$ cat src/rtl/led_enc_pkg.sv
package led_enc_pkg;

    typedef enum logic [2:0] {
        DISP_DARK     = 3'd0,
        DISP_G_STEADY = 3'd1,
        DISP_G_SLOW   = 3'd2,
        DISP_G_FAST   = 3'd3,
        DISP_Y_STEADY = 3'd4,
        DISP_Y_SLOW   = 3'd5
    } disp_e;

    typedef struct packed {
        logic crit;
        logic partner;
        logic fw;
        logic warn;
        logic main_ok;
        logic stby;
        logic in_pwr;
    } flags_t;

    typedef struct packed {
        logic green;
        logic yellow;
        logic alert;
    } lamp_t;

    // Fixed priority: shutdown, partner-held, update, warning, main, standby.
    function automatic disp_e pick_disp(input flags_t f);
        if (f.crit)                 return DISP_Y_STEADY;
        else if (f.partner)         return DISP_Y_STEADY;
        else if (f.fw)              return DISP_G_FAST;
        else if (f.warn)            return DISP_Y_SLOW;
        else if (f.main_ok)         return DISP_G_STEADY;
        else if (f.stby && f.in_pwr) return DISP_G_SLOW;
        else                        return DISP_DARK;
    endfunction

endpackage

$ cat src/rtl/led_prio_sel.sv
module led_prio_sel
    import led_enc_pkg::*;
(
    input  flags_t flags,
    output disp_e  disp
);

    always_comb begin
        disp = pick_disp(flags);
    end

endmodule

$ cat src/rtl/led_phase_gen.sv
module led_phase_gen #(
    parameter int HALF_FAST_CYC = 25_000_000
) (
    input  logic       clk,
    input  logic       rst,
    input  logic       restart,
    output logic [1:0] phase
);

    localparam int PW = $clog2(HALF_FAST_CYC + 1);
    localparam logic [PW-1:0] PRE_LAST = PW'(HALF_FAST_CYC - 1);

    logic [PW-1:0] pre_q;
    logic [1:0]    ph_q;

    always_ff @(posedge clk) begin
        if (rst || restart) begin
            pre_q <= '0;
            ph_q  <= '0;
        end else if (pre_q == PRE_LAST) begin
            pre_q <= '0;
            ph_q  <= ph_q + 2'd1;
        end else begin
            pre_q <= pre_q + PW'(1);
        end
    end

    assign phase = ph_q;

endmodule

$ cat src/rtl/led_color_map.sv
module led_color_map
    import led_enc_pkg::*;
(
    input  disp_e      disp,
    input  logic [1:0] phase,
    output lamp_t      lamp
);

    always_comb begin
        lamp = '0;
        unique case (disp)
            DISP_G_STEADY: lamp.green  = 1'b1;
            DISP_G_SLOW:   lamp.green  = ~phase[1];
            DISP_G_FAST:   lamp.green  = ~phase[0];
            DISP_Y_STEADY: begin
                lamp.yellow = 1'b1;
                lamp.alert  = 1'b1;
            end
            DISP_Y_SLOW:   lamp.yellow = ~phase[1];
            default:       lamp = '0;
        endcase
    end

endmodule

$ cat src/rtl/status_led_enc.sv
module status_led_enc
    import led_enc_pkg::*;
#(
    parameter int HALF_FAST_CYC = 25_000_000
) (
    input  logic clk,
    input  logic rst,
    input  logic in_pwr,
    input  logic stby_only,
    input  logic main_ok,
    input  logic warn,
    input  logic crit,
    input  logic fw_upd,
    input  logic lost_in_partner,
    output logic led_green,
    output logic led_yellow,
    output logic alert
);

    flags_t     flags;
    disp_e      disp_d;
    disp_e      disp_q;
    logic       restart;
    logic [1:0] phase;
    lamp_t      lamp;

    always_comb begin
        flags         = '0;
        flags.crit    = crit;
        flags.partner = lost_in_partner;
        flags.fw      = fw_upd;
        flags.warn    = warn;
        flags.main_ok = main_ok;
        flags.stby    = stby_only;
        flags.in_pwr  = in_pwr;
    end

    led_prio_sel u_sel (
        .flags (flags),
        .disp  (disp_d)
    );

    assign restart = (disp_d != disp_q);

    always_ff @(posedge clk) begin
        if (rst) disp_q <= DISP_DARK;
        else     disp_q <= disp_d;
    end

    led_phase_gen #(
        .HALF_FAST_CYC (HALF_FAST_CYC)
    ) u_phase (
        .clk     (clk),
        .rst     (rst),
        .restart (restart),
        .phase   (phase)
    );

    led_color_map u_map (
        .disp  (disp_q),
        .phase (phase),
        .lamp  (lamp)
    );

    assign led_green  = lamp.green;
    assign led_yellow = lamp.yellow;
    assign alert      = lamp.alert;

endmodule

$ cat config.mk
export PLATFORM = sky130hd
export DESIGN_NAME = status_led_enc
export DESIGN_NICKNAME = d
export VERILOG_FILES = /design/src/rtl/led_enc_pkg.sv /design/src/rtl/led_prio_sel.sv /design/src/rtl/led_phase_gen.sv /design/src/rtl/led_color_map.sv /design/src/rtl/status_led_enc.sv
export SDC_FILE = /design/constraint.sdc
export NUM_CORES = 1
export LEC_CHECK = 0
export CAP_MARGIN = 20
export CORE_UTILIZATION = 30
export CTS_BUF_LIST = sky130_fd_sc_hd__clkbuf_2 sky130_fd_sc_hd__clkbuf_4 sky130_fd_sc_hd__clkbuf_8
export DETAILED_ROUTE_END_ITERATION = 16
export PLACE_DENSITY = 0.59
export SETUP_SLACK_MARGIN = 0.5
export SYNTH_ARGS = -nofsm -noshare
export SYNTH_HDL_FRONTEND = slang
export SYNTH_HIERARCHICAL = 1
export SYNTH_SLANG_ARGS = --single-unit
$ cat constraint.sdc
create_clock -name clk -period 2.41 [get_ports clk]
set_input_delay 0.482 -clock clk [delete_from_list [all_inputs] [get_ports clk]]
set_output_delay 0.482 -clock clk [all_outputs]
set_load 0.02 [all_outputs]
==> results.ini, run 1 <==
[logic_synthesis]
synthSimpleGateAreaFrac_pct=33.98
synth.distinct_cells=40
synth_top_family_by_area=simple AND/OR/NAND/NOR gates
synth_xor_area_share_pct=10.57
synth_nets=183
ys_top_cells_by_area=dfxtp_1, xnor2_1, nor2_1
synth_fa_ha_area_share_pct=0.8389
synth_top_cell_area_share_pct=40.27
netlist_instances=173
postSynthAreaPerCell_um2=8.621
yosys.area.top_type=dfxtp_1
synth_area_mm2=0.001491
synth_edf_count=0
yosys_register_bits=30
ys_seq_area_share_pct=40.27
synth_flop_cell=dfxtp_1
synthArstFlopShare_pct=0
yosysWarnings=6
synthMuxAreaShare_pct=0
synth_compound_area_share_pct=11.74

[power_and_ir_drop]
power_density_mw_per_mm2=513.0
vdd_drop_max_mv=0.2296
power.leakage_nw=0.6418

[timing]
rsz0062_at_grt=true
tns_ns=0
whs_ns=0.4729
fin_crit_sh_pct=78.05
drv_slew=0
period_needed_ns=1.881
worst_pin_slew_ns=0.4637
finalSetupViolations=0
fmax_mhz=531.7
slew_headroom_pct=68.85
timing_hold_violations_final=0
finClkSkew_ns=0.005758

[hold_path]
min_from=u_phase/pre_q[0]
holdPathEnd=u_phase/pre_q[0]
hold_path_depth=1
hold_class=reg2reg

[floorplan]
rows=25
die_x_um=72.51
die_area_mm2=0.005258
ios=12
initial_core_util_pct=31.37
core_mm2=0.004755
die_h_um=72.51

[clock_tree]
cts-root-buf=clkbuf_8
cts_sinks=30
ctsHtreeMaxLevel=2
cts_max_path_buffers=2
clkTransAtPathRegs_ns=0.06
clock_latency_ns=0.28
cts_made_buffers=5
cts_tree=built

[finish]
drive_gt1_share_pct=26.29
fill_cells=481
nets=203
diodes=0
syn2layout_area_growth_pct=32.63

[worst_setup_path]
required_ns=2.63
r2r-end=u_phase/pre_q[18]
reg2reg_slack_ns=0.53
cp-start-kind=flop
cp-end-kind=flop
criticalPathCategory=reg2reg
path_max_fanout=5
r2r_start=u_phase/pre_q[0]
critPathArrivalTime_ns=2.10
reg2reg_depth=5

[global_routing]
overflow=0
grt_pass1_vias=1282
antenna_found_initial=0
grt_max_degree=15
grt_pass1_wl_mm=5.754
track_usage_pct=14.29

[drt]
postRouteWirelength_mm=3.387
wl_per_cell_um=12.98
ant_nets=0
drc=0
via_count=1312
drt-pass1-iter-count=4
viasPerCell=5.027
first_iter_violations=30

[placed_design]
port_buffers=11
place.gp.congestion=0.7370
hpwlAfterDp_mm=2.115

[job]
cap_violations=0

[run_status]
status=finished clean

-- Yosys cell counts (4+ instances only) --
library cell	count
dfxtp_1	30
nor2_1	24
xnor2_1	13
nand2_1	10
nand4_1	10
a21oi_1	9
nand3_1	7
o21ai_0	6
inv_1	5
or4_1	5
xor2_1	5
nor3_1	4
nor4_1	4
or3_1	4
-- cell type report --
class	instances	area [um2]	share of cell area, %
repair buffers	17	195.2	9.867
well taps	67	83.83	4.238
flip-flops and latches	30	613.1	30.99
clock buffers	7	90.09	4.554
clock inverters	1	5.005	0.2530
inverters	5	18.77	0.9488
multi-input cells	134	972.2	49.15
-- cell families (layout without fill, tap and decap cells) --
kind of cell	after synthesis	in the layout
AO/OA/AOI/OAI	27	27
XOR/XNOR	18	18
adder cells (fa/ha/maj)	1	1
buffers and inverters	9	30
flip-flops	30	30
AND/OR/NAND/NOR	88	88
-- per-stage QoR --
stage | area [um2] | power (mW) | setup slack (ns) | cells | util, %
global placement | 1680 | 0.5759 | 0.2022 | 249 | 35.34
floorplan | 1491 | 0.5462 | 0.5297 | 173 | -
finish | 1978 | 1.015 | 0.5291 | 261 | 41.61
detailed placement | 1680 | 0.5761 | 0.1534 | 249 | 35.34
CTS | 1798 | 1.009 | 0.4230 | 257 | 37.82
global route | 1978 | 1.058 | 0.4768 | 261 | 41.61
-- layer usage --
metal  part of all wire (%)  vias up  global-route usage (%)
li1                       -      669                       -
met1                     48      622                   17.99
met2                     48       16                   22.53
met3                    2.8        5                   4.583
met4                    1.6        0                   5.882
met5                      0        -                       0
-- where the power goes --
group / leakage, nW / internal [mW] / switching (mW) / total, mW
sequential: 0.246 / 0.499 / 0.00675 / 0.506
combinational: 0.344 / 0.0441 / 0.0399 / 0.0840
clock: 0.0517 / 0.241 / 0.184 / 0.425
-- what timing repair did --
| item | CTS | global route |
|---|---|---|
| cloned | 0 | 2 |
| pin swaps | 1 | 12 |
| endpoints found under the setup margin | 29 | 27 |
| resized for setup | 10 | 40 |
| hold buffers | 0 | 0 |
| buffers inserted | 0 | 2 |
-- registers in the layout, indices dropped and copies added, names as in the netlist --
signal,flops
u_phase/pre_q,25
disp_q,3
u_phase/phase,2
-- how the worst max path moves through the flow --
stage | start | endpoint | slack (ns) | cells past startpoint
after global placement | in_pwr | u_phase/pre_q[13] | 0.20 | 9
final | u_phase/pre_q[0] | u_phase/pre_q[18] | 0.53 | 5
after floorplan | u_phase/pre_q[0] | u_phase/pre_q[22] | 0.53 | 5
after CTS | disp_q[1] | led_green | 0.42 | 3
after detailed placement | in_pwr | u_phase/pre_q[20] | 0.15 | 9
after global routing | u_phase/pre_q[0] | u_phase/pre_q[18] | 0.48 | 5
-- cells in the final DEF (no fill, tap or decap), types with 2 or more instances in the layout --
cell             count
dfxtp_4              2
nor2_4               2
nand2_1             10
a21oi_2              8
nor2b_1              3
nand4_1             10
nand4_4              2
xnor2_1             12
or4_1                3
nand3_1              6
o31ai_1              3
a21boi_0             2
a21oi_1              2
nor2_1              21
dlymetal6s2s_1       6
or3_1                4
a31o_2               2
clkbuf_8             6
and4_1               3
xor2_1               5
nor4_1               4
buf_4                2
nand3_2              2
clkdlybuf4s50_1      2
dlygate4sd2_1        2
dfxtp_1             24
inv_1                5
dfxtp_2              4
nor3_1               4
o21ai_0              5
buf_6                2
or4_4                3
nor4b_1              2
-- critical path, stage by stage (launching register included) --
cell     delay [ns]
dfxtp_4        0.39
ha_4           0.18
nand4_4        0.14
or3_4          0.43
or4_1          0.53
a21oi_2        0.15
Note: power is estimated with default switching activity, not from simulation.
==> inputs of run 2 (changes only) <==
- clock period: 2.41 -> 1.95 ns (I/O delays scaled with it)
==> run 2 against run 1 <==
Against the previous run:
- global-route usage increased by 1.0 points
- clock skew increased by 0.0036 ns
- cell area increased by 14%
- combinational power increased by 69%
- die area unchanged
- clock power increased by 25%
- critical endpoint is now led_green
==> results.ini, run 2 (synthesized netlist as in run 1, its figures left out) <==
[run_status]
status=finished clean  ; unchanged

[drt]
ant_nets=0  ; unchanged
first_iter_violations=100  ; was 30
drt-pass1-iter-count=4  ; unchanged
wl_per_cell_um=12.84  ; was 12.98 um
viasPerCell=4.975  ; was 5.027
postRouteWirelength_mm=3.581  ; was 3.387 mm
via_count=1388  ; was 1312
drc=0  ; unchanged

[finish]
largest_reg_flops=25  ; unchanged
regMostFlops=u_phase/pre_q  ; unchanged
nets=221  ; was 203
syn2layout_area_growth_pct=51.68  ; was 32.63%
layout_commonest_cell=buf_4  ; was dfxtp_1
stdcell_area_mm2=0.002262  ; was 0.001978 mm2
drive_gt1_share_pct=48.58  ; was 26.29%
final_cell_mix=buf_4, xnor2_1, nor2_1  ; was dfxtp_1, nor2_1, xnor2_1
diodes=0  ; unchanged

[floorplan]
ios=12  ; unchanged
rows=25  ; unchanged
die_h_um=72.51  ; unchanged
die_x_um=72.51  ; unchanged
die_area_mm2=0.005258  ; unchanged
initial_core_util_pct=31.37  ; unchanged
core_mm2=0.004755  ; unchanged

[hold_path]
hold_class=in2reg  ; was reg2reg

[placed_design]
hpwlAfterDp_mm=2.195  ; was 2.115 mm
place.gp.congestion=0.7570  ; was 0.7370
dpl_cell_area_mm2=0.001800  ; was 0.001680 mm2
place_ws_ns=-0.1550  ; was 0.1534 ns
port_buffers=11  ; unchanged

[clock_tree]
clock_latency_ns=0.29  ; was 0.28 ns
cts_max_path_buffers=2  ; unchanged
ctsHtreeMaxLevel=2  ; unchanged
cts-root-buf=clkbuf_8  ; unchanged
cts_tree=built  ; unchanged
clkTransAtPathRegs_ns=0.06  ; about the same
hold_buffers=0  ; unchanged
cts_sinks=30  ; unchanged
cts_made_buffers=5  ; unchanged

[worst_setup_path]
slowest_stage=or3b_1  ; was or4_1
cp_slowest_stage_delay_ns=0.38  ; was 0.53 ns
criticalPathCategory=reg2out  ; was reg2reg
required_ns=1.56  ; was 2.63 ns
cp-end-kind=output port  ; was flop
cp-start-kind=flop  ; unchanged
path_max_fanout=4  ; was 5
path_cells=or3b_1, a21oi_2, buf_4  ; was ha_4, nand4_4, or3_4, or4_1, a21oi_2
critPathArrivalTime_ns=1.27  ; was 2.10 ns

[power_and_ir_drop]
power.leakage_nw=0.7180  ; was 0.6418 nW
power_density_mw_per_mm2=567.8  ; was 513.0 mW/mm2
finalPower_mw=1.284  ; was 1.015 mW
vdd_drop_max_mv=0.2466  ; was 0.2296 mV

[timing]
timing_hold_violations_final=0  ; unchanged
worst_slack_ns=0.2899  ; was 0.5291 ns
fmax_mhz=602.4
rsz0062_at_grt=true  ; unchanged
period_needed_ns=1.660
fin_crit_sh_pct=85.13
slew_headroom_pct=77.80  ; was 68.85%
finClkSkew_ns=0.009379  ; was 0.005758 ns
finalSetupViolations=0  ; unchanged
worst_pin_slew_ns=0.3299  ; was 0.4637 ns
drv_slew=0  ; unchanged
tns_ns=0  ; unchanged

[global_routing]
grt_pass1_wl_mm=6.196  ; was 5.754 mm
track_usage_pct=15.31  ; was 14.29%
antenna_found_initial=0  ; unchanged
grt_pass1_vias=1356  ; was 1282
grt_max_degree=13  ; was 15
overflow=0  ; unchanged

[job]
cap_violations=0  ; unchanged

run 2: cell types whose count changed in the layout (fill, tap and decap cells not counted), moves of 4 or more:
cell / before / now
buf_4: 2 / 20
dfxtp_2: 4 / 8
nor2_4: 2 / 8
dfxtp_1: 24 / 11
nor2_1: 21 / 13
dfxtp_4: 2 / 11
dlymetal6s2s_1: 6 / 0
run 2: critical path: cells and delay by family, from the launching register on:
kind / cells / cell delay (ns)
compound gates: 1 / 0.13
flops: 1 / 0.33
buf+inv: 1 / 0.15
simple gates: 1 / 0.38
run 2: per-layer routing:
metal / track usage, % / part of all wire, %
met3: 2.639 / 3.9
met2: 23.78 / 46
met5: 0 / 0
met4: 9.368 / 3.1
met1: 19.73 / 47
run 2: cell type report:
cell class	instances	area (um2)
sequential	30	651.9
inverter	5	18.77
clock buffer	7	90.09
clock inverter	1	5.005
fill	457	2492
tap	67	83.83
multi-input combinational	134	1064
timing repair buffer	35	349.1
run 2: final timing paths:
kind,from,end,slack (ns),cells after the start
setup / recovery,u_phase/phase[1],led_green,0.29,3
setup reg to reg,u_phase/pre_q[0],u_phase/phase[1],0.31,6
hold / removal,fw_upd,disp_q[2],0.45,3
hold reg to reg,u_phase/phase[1],u_phase/phase[1],0.50,2
run 2: where the power goes:
| part | total, mW | internal, mW | switching (mW) |
|---|---|---|---|
| Combinational | 0.142 | 0.0776 | 0.0643 |
| Sequential | 0.610 | 0.604 | 0.00559 |
| Clock | 0.533 | 0.298 | 0.235 |
run 2: timing repair:
action | in CTS | in global routing
setup buffers | 13 | 3
cloned | 2 | 0
setup endpoints to repair | 30 | 30
resized for setup | 73 | 26
pin swaps | 20 | 8
run 2: through the flow:
step / utilization, % / instances / hold slack, ns
floorplan: - / 173 / 0.4504
global placement: 37.87 / 253 / 0.4640
detailed placement: 37.87 / 253 / 0.4670
CTS: 45.16 / 276 / 0.4647
global route: 47.58 / 279 / 0.4732
finish: 47.58 / 279 / 0.4484
